### src/rtl/pwr_state_pkg.sv
package pwr_state_pkg;
  parameter int unsigned NUM_ST = 4;
  parameter int unsigned CODE_W = 2;

  localparam int unsigned ST_D0U = 0;
  localparam int unsigned ST_D0A = 1;
  localparam int unsigned ST_D3H = 2;
  localparam int unsigned ST_D3C = 3;

  typedef logic [NUM_ST-1:0] st_vec_t;
  typedef logic [CODE_W-1:0] code_t;

  localparam code_t CODE_D0  = '0;
  localparam code_t CODE_D3H = '1;

  function automatic st_vec_t st_bit(input int unsigned idx);
    st_vec_t v;
    v = '0;
    v[idx] = 1'b1;
    return v;
  endfunction

  function automatic logic code_is_d0(input code_t c);
    return c == CODE_D0;
  endfunction

  function automatic logic code_is_d3(input code_t c);
    return c == CODE_D3H;
  endfunction

  function automatic logic code_valid(input code_t c);
    return code_is_d0(c) || code_is_d3(c);
  endfunction
endpackage

### src/rtl/ps_evt_decode.sv
module ps_evt_decode
  import pwr_state_pkg::*;
(
  input  st_vec_t st,
  input  logic    fund_rst,
  input  logic    pwr_back,
  input  logic    pwr_lost,
  input  logic    sw_cfg,
  input  logic    wr_en,
  input  code_t   wr_code,
  output logic    rst_take,
  output logic    cfg_take,
  output logic    cold_take,
  output logic    wr_d0,
  output logic    wr_d3
);
  logic wr_window;
  logic wr_ok;

  always_comb begin
    // In D3cold the reset counts only together with power restore.
    rst_take  = fund_rst && (!st[ST_D3C] || pwr_back);
    cfg_take  = !rst_take && st[ST_D0U] && sw_cfg;
    cold_take = !rst_take && st[ST_D3H] && pwr_lost;
    wr_window = st[ST_D0A] || st[ST_D3H];
    wr_ok     = wr_en && wr_window && !rst_take && !cold_take
                && code_valid(wr_code);
    wr_d0     = wr_ok && code_is_d0(wr_code);
    wr_d3     = wr_ok && code_is_d3(wr_code);
  end
endmodule

### src/rtl/ps_state_fsm.sv
module ps_state_fsm
  import pwr_state_pkg::*;
(
  input  logic    clk,
  input  logic    rst_n,
  input  logic    rst_take,
  input  logic    cfg_take,
  input  logic    cold_take,
  input  logic    wr_d0,
  input  logic    wr_d3,
  output st_vec_t st_q
);
  st_vec_t st_d;

  always_comb begin
    st_d = st_q;
    if (rst_take) begin
      st_d = st_bit(ST_D0U);
    end else begin
      unique case (1'b1)
        st_q[ST_D0U]: if (cfg_take) st_d = st_bit(ST_D0A);
        st_q[ST_D0A]: if (wr_d3) st_d = st_bit(ST_D3H);
        st_q[ST_D3H]: begin
          if (cold_take)  st_d = st_bit(ST_D3C);
          else if (wr_d0) st_d = st_bit(ST_D0U);
        end
        default: st_d = st_q;
      endcase
    end
  end

  always_ff @(posedge clk or negedge rst_n) begin
    if (!rst_n) st_q <= st_bit(ST_D0U);
    else        st_q <= st_d;
  end

  p_onehot_r11: assert property (@(posedge clk) disable iff (!rst_n)
    $countones(st_q) == 1);
  p_reset_r1: assert property (@(posedge clk) disable iff (!rst_n)
    rst_take |=> st_q[ST_D0U]);
  p_cfg_r2: assert property (@(posedge clk) disable iff (!rst_n)
    cfg_take |=> st_q[ST_D0A]);
  p_sleep_r4: assert property (@(posedge clk) disable iff (!rst_n)
    (st_q[ST_D0A] && wr_d3) |=> st_q[ST_D3H]);
  p_wake_r5: assert property (@(posedge clk) disable iff (!rst_n)
    (st_q[ST_D3H] && wr_d0) |=> st_q[ST_D0U]);
  p_cold_r6: assert property (@(posedge clk) disable iff (!rst_n)
    cold_take |=> st_q[ST_D3C]);
  p_hold_r7: assert property (@(posedge clk) disable iff (!rst_n)
    (st_q[ST_D3C] && !rst_take) |=> st_q[ST_D3C]);
endmodule

### src/rtl/ps_field_reg.sv
module ps_field_reg
  import pwr_state_pkg::*;
(
  input  logic  clk,
  input  logic  rst_n,
  input  logic  rst_take,
  input  logic  wr_d0,
  input  logic  wr_d3,
  output code_t field_q
);
  always_ff @(posedge clk or negedge rst_n) begin
    if (!rst_n)        field_q <= CODE_D0;
    else if (rst_take) field_q <= CODE_D0;
    else if (wr_d0)    field_q <= CODE_D0;
    else if (wr_d3)    field_q <= CODE_D3H;
  end

  p_idle_r8: assert property (@(posedge clk) disable iff (!rst_n)
    (!rst_take && !wr_d0 && !wr_d3) |=> $stable(field_q));
  p_clear_r1: assert property (@(posedge clk) disable iff (!rst_n)
    rst_take |=> field_q == CODE_D0);
endmodule

### src/rtl/pwr_state_ctl.sv
module pwr_state_ctl
  import pwr_state_pkg::*;
(
  input  logic              clk,
  input  logic              rst_n,
  input  logic              fund_rst,
  input  logic              pwr_back,
  input  logic              pwr_lost,
  input  logic              sw_cfg,
  input  logic              wr_en,
  input  logic [CODE_W-1:0] wr_code,
  output logic [NUM_ST-1:0] state_oh,
  output logic [CODE_W-1:0] ps_field
);
  st_vec_t st_q;
  code_t   field_q;
  logic    rst_take, cfg_take, cold_take, wr_d0, wr_d3;

  ps_evt_decode u_dec (
    .st(st_q), .fund_rst(fund_rst), .pwr_back(pwr_back),
    .pwr_lost(pwr_lost), .sw_cfg(sw_cfg), .wr_en(wr_en),
    .wr_code(wr_code), .rst_take(rst_take), .cfg_take(cfg_take),
    .cold_take(cold_take), .wr_d0(wr_d0), .wr_d3(wr_d3)
  );

  ps_state_fsm u_fsm (
    .clk(clk), .rst_n(rst_n), .rst_take(rst_take), .cfg_take(cfg_take),
    .cold_take(cold_take), .wr_d0(wr_d0), .wr_d3(wr_d3), .st_q(st_q)
  );

  ps_field_reg u_fld (
    .clk(clk), .rst_n(rst_n), .rst_take(rst_take),
    .wr_d0(wr_d0), .wr_d3(wr_d3), .field_q(field_q)
  );

  assign state_oh = st_q;
  assign ps_field = field_q;

  p_cfg_ignored_r3: assert property (@(posedge clk) disable iff (!rst_n)
    (sw_cfg && !st_q[ST_D0U] && !fund_rst && !wr_en && !pwr_lost)
    |=> $stable(state_oh));
  p_bad_code_r8: assert property (@(posedge clk) disable iff (!rst_n)
    (wr_en && !code_valid(wr_code) && !fund_rst && !st_q[ST_D0U])
    |=> $stable(ps_field));
  p_wr_gate_r9: assert property (@(posedge clk) disable iff (!rst_n)
    (wr_en && (st_q[ST_D0U] || st_q[ST_D3C]) && !fund_rst)
    |=> $stable(ps_field));
  p_rst_first_r10: assert property (@(posedge clk) disable iff (!rst_n)
    (fund_rst && !st_q[ST_D3C]) |=> (state_oh[ST_D0U] && ps_field == CODE_D0));
  p_lost_first_r12: assert property (@(posedge clk) disable iff (!rst_n)
    (st_q[ST_D3H] && pwr_lost && wr_en && !fund_rst) |=> state_oh[ST_D3C]);
endmodule

### config.mk
export PLATFORM = sky130hd
export DESIGN_NAME = pwr_state_ctl
export DESIGN_NICKNAME = d
export VERILOG_FILES = /design/src/rtl/pwr_state_pkg.sv /design/src/rtl/ps_evt_decode.sv /design/src/rtl/ps_state_fsm.sv /design/src/rtl/ps_field_reg.sv /design/src/rtl/pwr_state_ctl.sv
export SDC_FILE = /design/constraint.sdc
export NUM_CORES = 1
export LEC_CHECK = 0
export ABC_AREA = 1
export BUFFER_PORTS_ARGS = -buffer_cell sky130_fd_sc_hd__buf_2
export CORE_AREA = 4 4 41 43
export CTS_CLUSTER_SIZE = 28
export DETAILED_ROUTE_END_ITERATION = 7
export DIE_AREA = 0 0 45 47
export MAX_ROUTING_LAYER = met4
export PLACE_DENSITY_LB_ADDON = 0.25
export SLEW_MARGIN = 15
export SYNTH_ARGS = -nofsm -noshare
export SYNTH_HDL_FRONTEND = slang
export SYNTH_SLANG_ARGS = --single-unit
export TNS_END_PERCENT = 1
### constraint.sdc
create_clock -name clk -period 1.65 [get_ports clk]
set_input_delay 0.165 -clock clk [delete_from_list [all_inputs] [get_ports clk]]
set_output_delay 0.165 -clock clk [all_outputs]
set_load 0.05 [all_outputs]
==> results of run 1 <==
## per-stage QoR
stage	power, W	std cells
after floorplan	0.000167	47
after global placement	0.000187	75
after detailed placement	0.000188	75
after CTS	0.000335	80
after global routing	0.000351	80
final	0.000324	80
## how the worst max path moves through the flow
stage	startpoint	to	slack, ps	cells after the start
after floorplan	u_fsm.st_q[1]	u_fsm.st_q[3]	280	7
after global placement	u_fsm.st_q[2]	u_fsm.st_q[3]	450	8
after detailed placement	wr_code[0]	u_fsm.st_q[3]	450	9
after CTS	u_fsm.st_q[2]	u_fsm.st_q[3]	440	8
after global routing	u_fsm.st_q[2]	u_fsm.st_q[3]	310	8
final	u_fsm.st_q[2]	u_fsm.st_q[3]	430	8
## logic make-up after synthesis
logic type / count (synthesis) / share of synthesized area [%]
adder cells (fa/ha/maj): 2 / 7.66
buffers and inverters: 11 / 13.8
flip-flops: 5 / 38.7
AND/OR/NAND/NOR: 24 / 31.4
AO/OA/AOI/OAI: 5 / 8.43
## cell type report
class / count / area, um^2
timing repair buffer: 15 / 80.1
fill: 162 / 857
multi-input combinational: 31 / 155
inverter: 10 / 37.5
sequential: 5 / 126
clock buffer: 4 / 26.3
tap: 15 / 18.8
## synthesized netlist by cell type
library cell / number
sky130_fd_sc_hd__dfrtp_1: 4
sky130_fd_sc_hd__nor2_1: 7
sky130_fd_sc_hd__buf_4: 1
sky130_fd_sc_hd__nand2_2: 1
sky130_fd_sc_hd__dfstp_2: 1
sky130_fd_sc_hd__nand4_1: 1
sky130_fd_sc_hd__o21ai_0: 1
sky130_fd_sc_hd__inv_1: 10
sky130_fd_sc_hd__ha_1: 2
sky130_fd_sc_hd__nand2_1: 10
sky130_fd_sc_hd__a21boi_0: 1
sky130_fd_sc_hd__nor2_2: 1
sky130_fd_sc_hd__nand3_1: 4
sky130_fd_sc_hd__a21oi_1: 3
## worst max-delay path: cells and delay by family, from the launching register on
kind | cells | cell delay, ps
AND/OR/NAND/NOR | 8 | 700
flip-flops | 1 | 410
## per-layer routing
| layer | global-route usage (%) | wire length, um |
|---|---|---|
| met4 | 8.77 | 4 |
| met2 | 13.6 | 378 |
| met5 | - | 0 |
| met3 | 1.53 | 53 |
| met1 | 8.74 | 312 |
## power breakdown
group | leakage, nW | internal [W] | switching, W
combinational | 0.190 | 0.0000200 | 0.0000364
clock | 0.0150 | 0.0000912 | 0.0000460
sequential | 0.0658 | 0.000128 | 0.00000301
total | 0.271 | 0.000239 | 0.0000854
## registers in the layout (all words and copies together) (netlist names)
register	flops
u_fsm.st_q	4
u_fld.field_q	1
## placed cells by master (no fill, tap or decap), drive strengths merged
cell type,Yosys,layout
dlygate4sd3,0,1
nand4,1,1
clkbuf,0,4
ha,2,2
a21boi,1,1
dfstp,1,1
nand3,4,4
o21ai,1,1
nor2,8,8
nand2,11,11
buf,1,14
dfrtp,4,4
inv,10,10
a21oi,3,3
## timing repair
action | 4_1_cts | 5_1_grt
endpoints found under the hold margin | 5 | 0
buffers inserted | 0 | 0
hold buffers | 1 | 0
==> results.txt, run 1 <==
- Fraction of layout instances using a drive strength above 1: 30.8%
- Total wirelength of the detailed-routed design: 748 um
- The worst hold path terminates at u_fsm.st_q[1].
* Critical path endpoint category: flip-flop
* Reg2reg start: u_fsm.st_q[2]
- Area Overhead vs Synth: 36.0%
- Walking the worst path, the cells encountered are nand2_1 > nand2_1 > nor2_2 > nand3_1 > nand2_1 > nand3_1 > nand2_1 > nand2_1.
- TritonCTS built the clock tree.
- Summing all non-filler instances in the final layout gives an area of 444 um^2.
- Worst hold slack after final layout: 210 ps
- Worst slew margin: 83.4%
- Maximum number of pins on one net before global-route repair: 7
- Counting instances, the worst hold path has a depth of 3.
* Timing-limited maximum frequency: 818 MHz
- IR analysis of the VDD net gives a maximum drop of 344 uV.
- The core region is 1300 um^2.
- At the pin with the least slew margin, the transition time is 250 ps.
- Cell chosen for the clock root: sky130_fd_sc_hd__clkbuf_4
* Unrepaired setup endpoints after global routing: no
- The hold violation total from the final report came to 0.
* Share of the synthesized area in the top cell type: 30.7%
* Arrival time at the worst endpoint: 1350 ps
- Setup violations remaining at the end of the flow were counted as 0.
- Clock transition at the registers of the reported paths: 40 ps
* Sum of negative setup slack: 0 ps
* Post-detail-place hpwl: 617 um
- Routability-driven placement finished with a final weighted congestion of 0.758.
- Syn Std Cell Area: 327 um^2
- The floorplan step set the die height to 47 um.
- Residual antenna-violating net count after detailed routing: 0
- Standard cell area after detailed placement: 408 um^2
* Crit path time final: 1220 ps
- Once the floorplan was initialized, standard cells occupied 25.1% of the core.
* Vias in the first global route: 332
- Yosys mapped the design onto 14 distinct sky130hd cell types.
- Across all setup checks in the final design, the least slack found is 427 ps.
* Largest fanout of any net on the critical path: 5
- Clock Sink Count: 5
* Area contributors post-synth: sky130_fd_sc_hd__dfrtp_1 (31%), sky130_fd_sc_hd__inv_1 (11%), sky130_fd_sc_hd__nand2_1 (11%), sky130_fd_sc_hd__dfstp_2 (8.0%), sky130_fd_sc_hd__nor2_1 (8.0%)
- After detailed routing, the average wire length per cell comes to 9.35 um.
- Mapped Cells: 47
* Number of detailed-routing iterations run before antenna repair: 3
* Launch point of the worst hold path: sw_cfg
- The initial antenna violation count is 0.
* Aggregate global routing overflow: 0
* PD cells: 730 nW/um^2
- The run finished with clean final reports.
- 0 antenna diodes ended up in the layout.
- Post-CTS resize count: 0
- The analysis attributes to cell leakage a power of 0.271 nW.
- The endpoint identified for the worst register-to-register timing path is u_fsm.st_q[3].
- Clock latency at the later pin of the worst-skew pair: 240 ps
- Data on the critical path is required at its endpoint by 1780 ps.
- The floorplan step defined a die boundary enclosing 2120 um^2.
* Finished Core Util: 34.1%
- Summed over all instances, the cell type with the most area after synthesis is sky130_fd_sc_hd__dfrtp_1.
- The net count of the finished layout is 77.
- Die width: 45 um
* Ys Warns: 0
* Inserted Clock Buffers: 3
- A synthesized cell averages 6.95 um^2.
* Crit path launch type: flip-flop
* DR vias/cell: 4.29
- The tightest min-delay check is of the in -> reg type.
- Buffers added on ports: 14
* Flip-flop and latch count after synthesis: 5
- By instance count, the cell type seen most on the critical path is sky130_fd_sc_hd__nand2_1.
- Clock skew on the completed layout was measured at 1.34 ps.
- Global routing used 8.60% of the available tracks across all layers.
* Largest stage delay on the critical path: 410 ps
- Drt first-iter violations: 2
- H-tree depth reported by CTS: 1
- Across the run, the number of max-cap violations was 0.
* Maximum buffer depth of the clock tree: 2
- The max-slew violation total from the final report was 0.
* Total via count in the routed design: 343
* Row Count: 13
- First-pass GRT wire length: 1.24 mm
* Period utilisation layout: 74.1%
- 15 I/O pins were placed.
- After detailed routing, the number of remaining DRC violations is 0.
- By startpoint and endpoint, the worst setup path is classified as reg -> reg.
- Syn Nets: 58
* Sequential share of the synthesized area: 38.7%
- Worst path slowest cell: sky130_fd_sc_hd__dfrtp_1
* Logic depth of the worst register-to-register path: 8
* Worst setup slack after placement: 446 ps
- Worst reg-to-reg setup slack: 430 ps
Power figures use the tool's default switching activity.
==> inputs of run 2 (changes only) <==
ABC_AREA = 0   (was 1)
clock period = 0.98 ns   (was 1.65 ns; I/O delays follow)
==> results.txt, run 2 <==
- The tightest slew margin relative to the limit is 83.2% (was 83.4%).
- Smallest setup slack after layout: -347 ps (was 427 ps)
* Maximum number of pins on one net before global-route repair: 7 (unchanged)
- The class of the tightest hold or removal check was in -> reg (unchanged).
- Number of synthesized flops with an enable pin: 0 (unchanged)
* Post-detail-place hpwl: 748 um (was 617 um)
* Required @ worst endpoint: 1100 ps (was 1780 ps)
- The type of origin of the critical path is a flip-flop (unchanged).
* Crit path time final: 1330 ps (was 1220 ps)
- The number of global-route vias before repair was 388 (was 332).
- The number of warnings issued by yosys was 0 (unchanged).
* Class of the most critical setup path: reg -> reg (unchanged)
- The share of the clock period used by the worst path was 135% (was 74.1%).
* Area leader, netlist: sky130_fd_sc_hd__dfrtp_1 (unchanged)
- The first-pass GRT wire length is 1.59 mm (was 1.24 mm).
- Syn Std Cell Area: 368 um^2 (was 327 um^2)
- Unrepaired setup endpoints after global routing: yes (was no)
- The total inserted antenna cells is 0 (unchanged).
- Max-cap violations: 0 (unchanged)
- The number of input and output port buffers inserted came to 14 (unchanged).
- The checks that failed: negative setup slack.
* Final Hold Viols: 0 (unchanged)
- Number of cells in the design after placement: 78 (was 75)
- Routability congestion estimate from global placement: 0.838 (was 0.758)
- Maximum buffer depth of the clock tree: 2 (unchanged)
* Setup violators final: 9 (was 0)
- The endpoint kind of the worst setup timing path is a flip-flop (unchanged).
- Outcome: finished with violations (was finished, final reports clean).
* Cell area after layout: 609 um^2 (was 444 um^2)
- Syn Nets: 51 (was 58)
- Post-synth top flop: sky130_fd_sc_hd__dfrtp_1 (unchanged)
- The dominant cell type by count on the critical path is sky130_fd_sc_hd__a21oi_1 (was sky130_fd_sc_hd__nand2_1).
- The first-pass detailed-route iteration total is 3 (unchanged).
- The maximum clock frequency is 754 MHz (was 818 MHz).
* H-tree depth reported by CTS: 1 (unchanged)
* Worst setup slack after placement: -344 ps (was 446 ps)
* Max FFs per register: 4 (unchanged)
- Ranking of synthesized cells by instance count: sky130_fd_sc_hd__inv_1 (5), sky130_fd_sc_hd__a21oi_1 (4), sky130_fd_sc_hd__dfrtp_1 (4), sky130_fd_sc_hd__nor2_1 (4) (was sky130_fd_sc_hd__inv_1 (10), sky130_fd_sc_hd__nand2_1 (10), sky130_fd_sc_hd__nor2_1 (7)).
- The maximum vdd ir drop is 429 uV (was 344 uV).
- Number of distinct library cells after synthesis: 24 (was 14)
- Number of standard cells in the final layout excluding fillers: 84 (was 80)
- The total wire length was 956 um (was 748 um).
- The clock root buffer is sky130_fd_sc_hd__clkbuf_4 (unchanged).
* Fraction of synthesis flops using an asynchronous set or reset pin: 100% (unchanged)
* Max-slew violation count: 0 (unchanged)
* Vert. Die Dim: 47 um (unchanged)
- Global-route met1 utilization: 11.5% (was 8.74%)
- The critical path arrival came to 1440 ps (was 1350 ps).
* Clock Sink Count: 5 (unchanged)
* Initial antenna violation count: 0 (unchanged)
- The depth of the worst register-to-register path came to 5 (was 8).
- Standard cell area after detailed placement: 524 um^2 (was 408 um^2)
* Fraction of layout instances using a drive strength above 1: 59.4% (was 30.8%)
- The portion of synthesized cell area occupied by the leading cell type is 27.2% (was 30.7%).
* Starting density of the core: 28.3% (was 25.1%)
- The sequential fraction of the synthesis area came to 34.4% (was 38.7%).
- Die outline area: 2120 um^2 (unchanged)
* Tot Pwr: 0.000631 W (was 0.000324 W)
- Aggregate global routing overflow: 0 (unchanged)
* Clock latency at the later pin of the worst-skew pair: 240 ps (about the same)
* Worst hold path cell count: 3 (unchanged)
- The leakage power was 0.308 nW (was 0.271 nW).
* Commonest cells after routing, fill and taps aside: sky130_fd_sc_hd__buf_4 (12), sky130_fd_sc_hd__buf_2 (8), sky130_fd_sc_hd__inv_1 (5), sky130_fd_sc_hd__clkbuf_4 (5), sky130_fd_sc_hd__a21oi_1 (4) (was sky130_fd_sc_hd__buf_2 (14), sky130_fd_sc_hd__inv_1 (10), sky130_fd_sc_hd__nand2_1 (10), sky130_fd_sc_hd__nor2_1 (7))
- The longest individual stage delay on the worst path came to 520 ps (was 410 ps).
* IO Pins: 15 (unchanged)
* Total via count in the routed design: 386 (was 343)
- The number of nets in the layout is 81 (was 77).
* Core area: 1300 um^2 (unchanged)
* Global route hottest layer: met2 (unchanged)
* CP cell instances: nor2b_4 > nor3_1 > a21oi_1 > mux2i_1 > a21oi_1 (was nand2_1 > nand2_1 > nor2_2 > nand3_1 > nand2_1 > nand3_1 > nand2_1 > nand2_1)
- The most flop-heavy register was u_fsm.st_q (unchanged).
- The largest clock skew in the final design was 3.26 ps (was 1.34 ps).
- Area contributors post-synth: sky130_fd_sc_hd__dfrtp_1 (27%), sky130_fd_sc_hd__dfstp_2 (7.1%), sky130_fd_sc_hd__ha_1 (6.8%), sky130_fd_sc_hd__a21oi_1 (5.4%), sky130_fd_sc_hd__inv_1 (5.1%) (was sky130_fd_sc_hd__dfrtp_1 (31%), sky130_fd_sc_hd__inv_1 (11%), sky130_fd_sc_hd__nand2_1 (11%), sky130_fd_sc_hd__dfstp_2 (8.0%), sky130_fd_sc_hd__nor2_1 (8.0%)).
- Largest registers ranked by flip-flop count: u_fsm.st_q: 4 flops, u_fld.field_q: 1 flops (unchanged)
- The met2 usage is 18.6% (was 13.6%).
- sky130_fd_sc_hd__inv_1 is the most common cell in the netlist.
- Worst path slowest cell: sky130_fd_sc_hd__dfstp_2 (was sky130_fd_sc_hd__dfrtp_1)
- The via count normalized by instance count came to 4.60 (was 4.29).
- Row Count: 13 (unchanged)
- The number of CTS-inserted buffers was 3 (unchanged).
- PD cells: 1040 nW/um^2 (was 730 nW/um^2)
- Drt first-iter violations: 4 (was 2)
- Overall routing resource usage: 10.5% (was 8.60%)
- Clock transition at the registers of the reported paths: 50 ps (was 40 ps)
* Flip-flop and latch count after synthesis: 5 (unchanged)
- Least-Margin Pin Slew: 251 ps (was 250 ps)
* Number of remaining DRC errors: 0 (unchanged)
- The TritonCTS clock tree is done (unchanged).
- Syn Area/Cell: 9.20 um^2 (was 6.95 um^2)
* Global-route met3 utilization: 2.30% (was 1.53%)
- The commonest non-fill, non-tap cell in the layout is sky130_fd_sc_hd__buf_4 (was sky130_fd_sc_hd__buf_2).
- The maximum fanout along the worst path is 3 (was 5).
- The die width was 45 um (unchanged).
- The remaining antenna violation count is 0 (unchanged).
* Area Overhead vs Synth: 65.6% (was 36.0%)
* Filler instances: 138 (was 162)
- Mapped Cells: 40 (was 47)
* Wire length per cell after detailed routing: 11.4 um (was 9.35 um)
* Finished Core Util: 46.8% (was 34.1%)
run 2: report_power, final:
group          switching [W]  internal (W)
combinational      0.0000819     0.0000856
clock              0.0000878      0.000154
sequential        0.00000503      0.000216
total               0.000175      0.000456
run 2: final cells by class:
class / instances / area [um^2] / share of cell area [%]
Multi-Input combinational cell: 28 / 211 / 34.7
Timing Repair Buffer: 27 / 204 / 33.5
Sequential cell: 5 / 130 / 21.4
Clock buffer: 4 / 26.3 / 4.31
Inverter: 5 / 18.8 / 3.08
Tap cell: 15 / 18.8 / 3.08
run 2: cell families after synthesis:
family | synth area share, %
adders and majority gates | 6.80
AOI/OAI and AO/OA | 20.4
DFF | 34.4
buffers and inverters | 10.2
and+or+nand+nor | 25.5
muxes | 2.72
run 2: through the flow:
step                hold slack [ps]  TNS, ps
detailed placement            -78.3    -1400
finish                          154    -1750
CTS                             153    -1740
floorplan                      -198    -2160
global route                    146    -2210
global placement              -76.7    -1320
run 2: layer usage:
layer	share of wire [%]	vias up
met5	0	-
met4	0.42	0
met3	3.2	2
met2	52	8
met1	44	182
li1	-	194
run 2: worst paths after layout:
check                                      start                to  slack (ps)
worst max register to register     u_fsm.st_q[0]     u_fsm.st_q[3]        -350
max in group asynchronous                  rst_n     u_fsm.st_q[0]         560
worst max-delay path               u_fsm.st_q[0]     u_fsm.st_q[3]        -350
min in group asynchronous                  rst_n  u_fld.field_q[0]         200
worst min-delay path                      sw_cfg     u_fsm.st_q[1]         150
worst min register to register  u_fld.field_q[0]  u_fld.field_q[0]         580
run 2: critical path: cells and delay by family (launching register included):
kind	cells	cell delay [ps]
flops	1	520
simple gates	2	220
compound gates	2	220
mux	1	230
run 2: timing repair:
| action | in CTS | in global routing |
|---|---|---|
| hold buffers | 1 | 0 |
| hold endpoints to repair | 5 | 0 |
| buffers inserted | 0 | 1 |
| pin swaps | 2 | 1 |
| gates resized for setup | 11 | 2 |
| setup endpoints to repair | 9 | 11 |
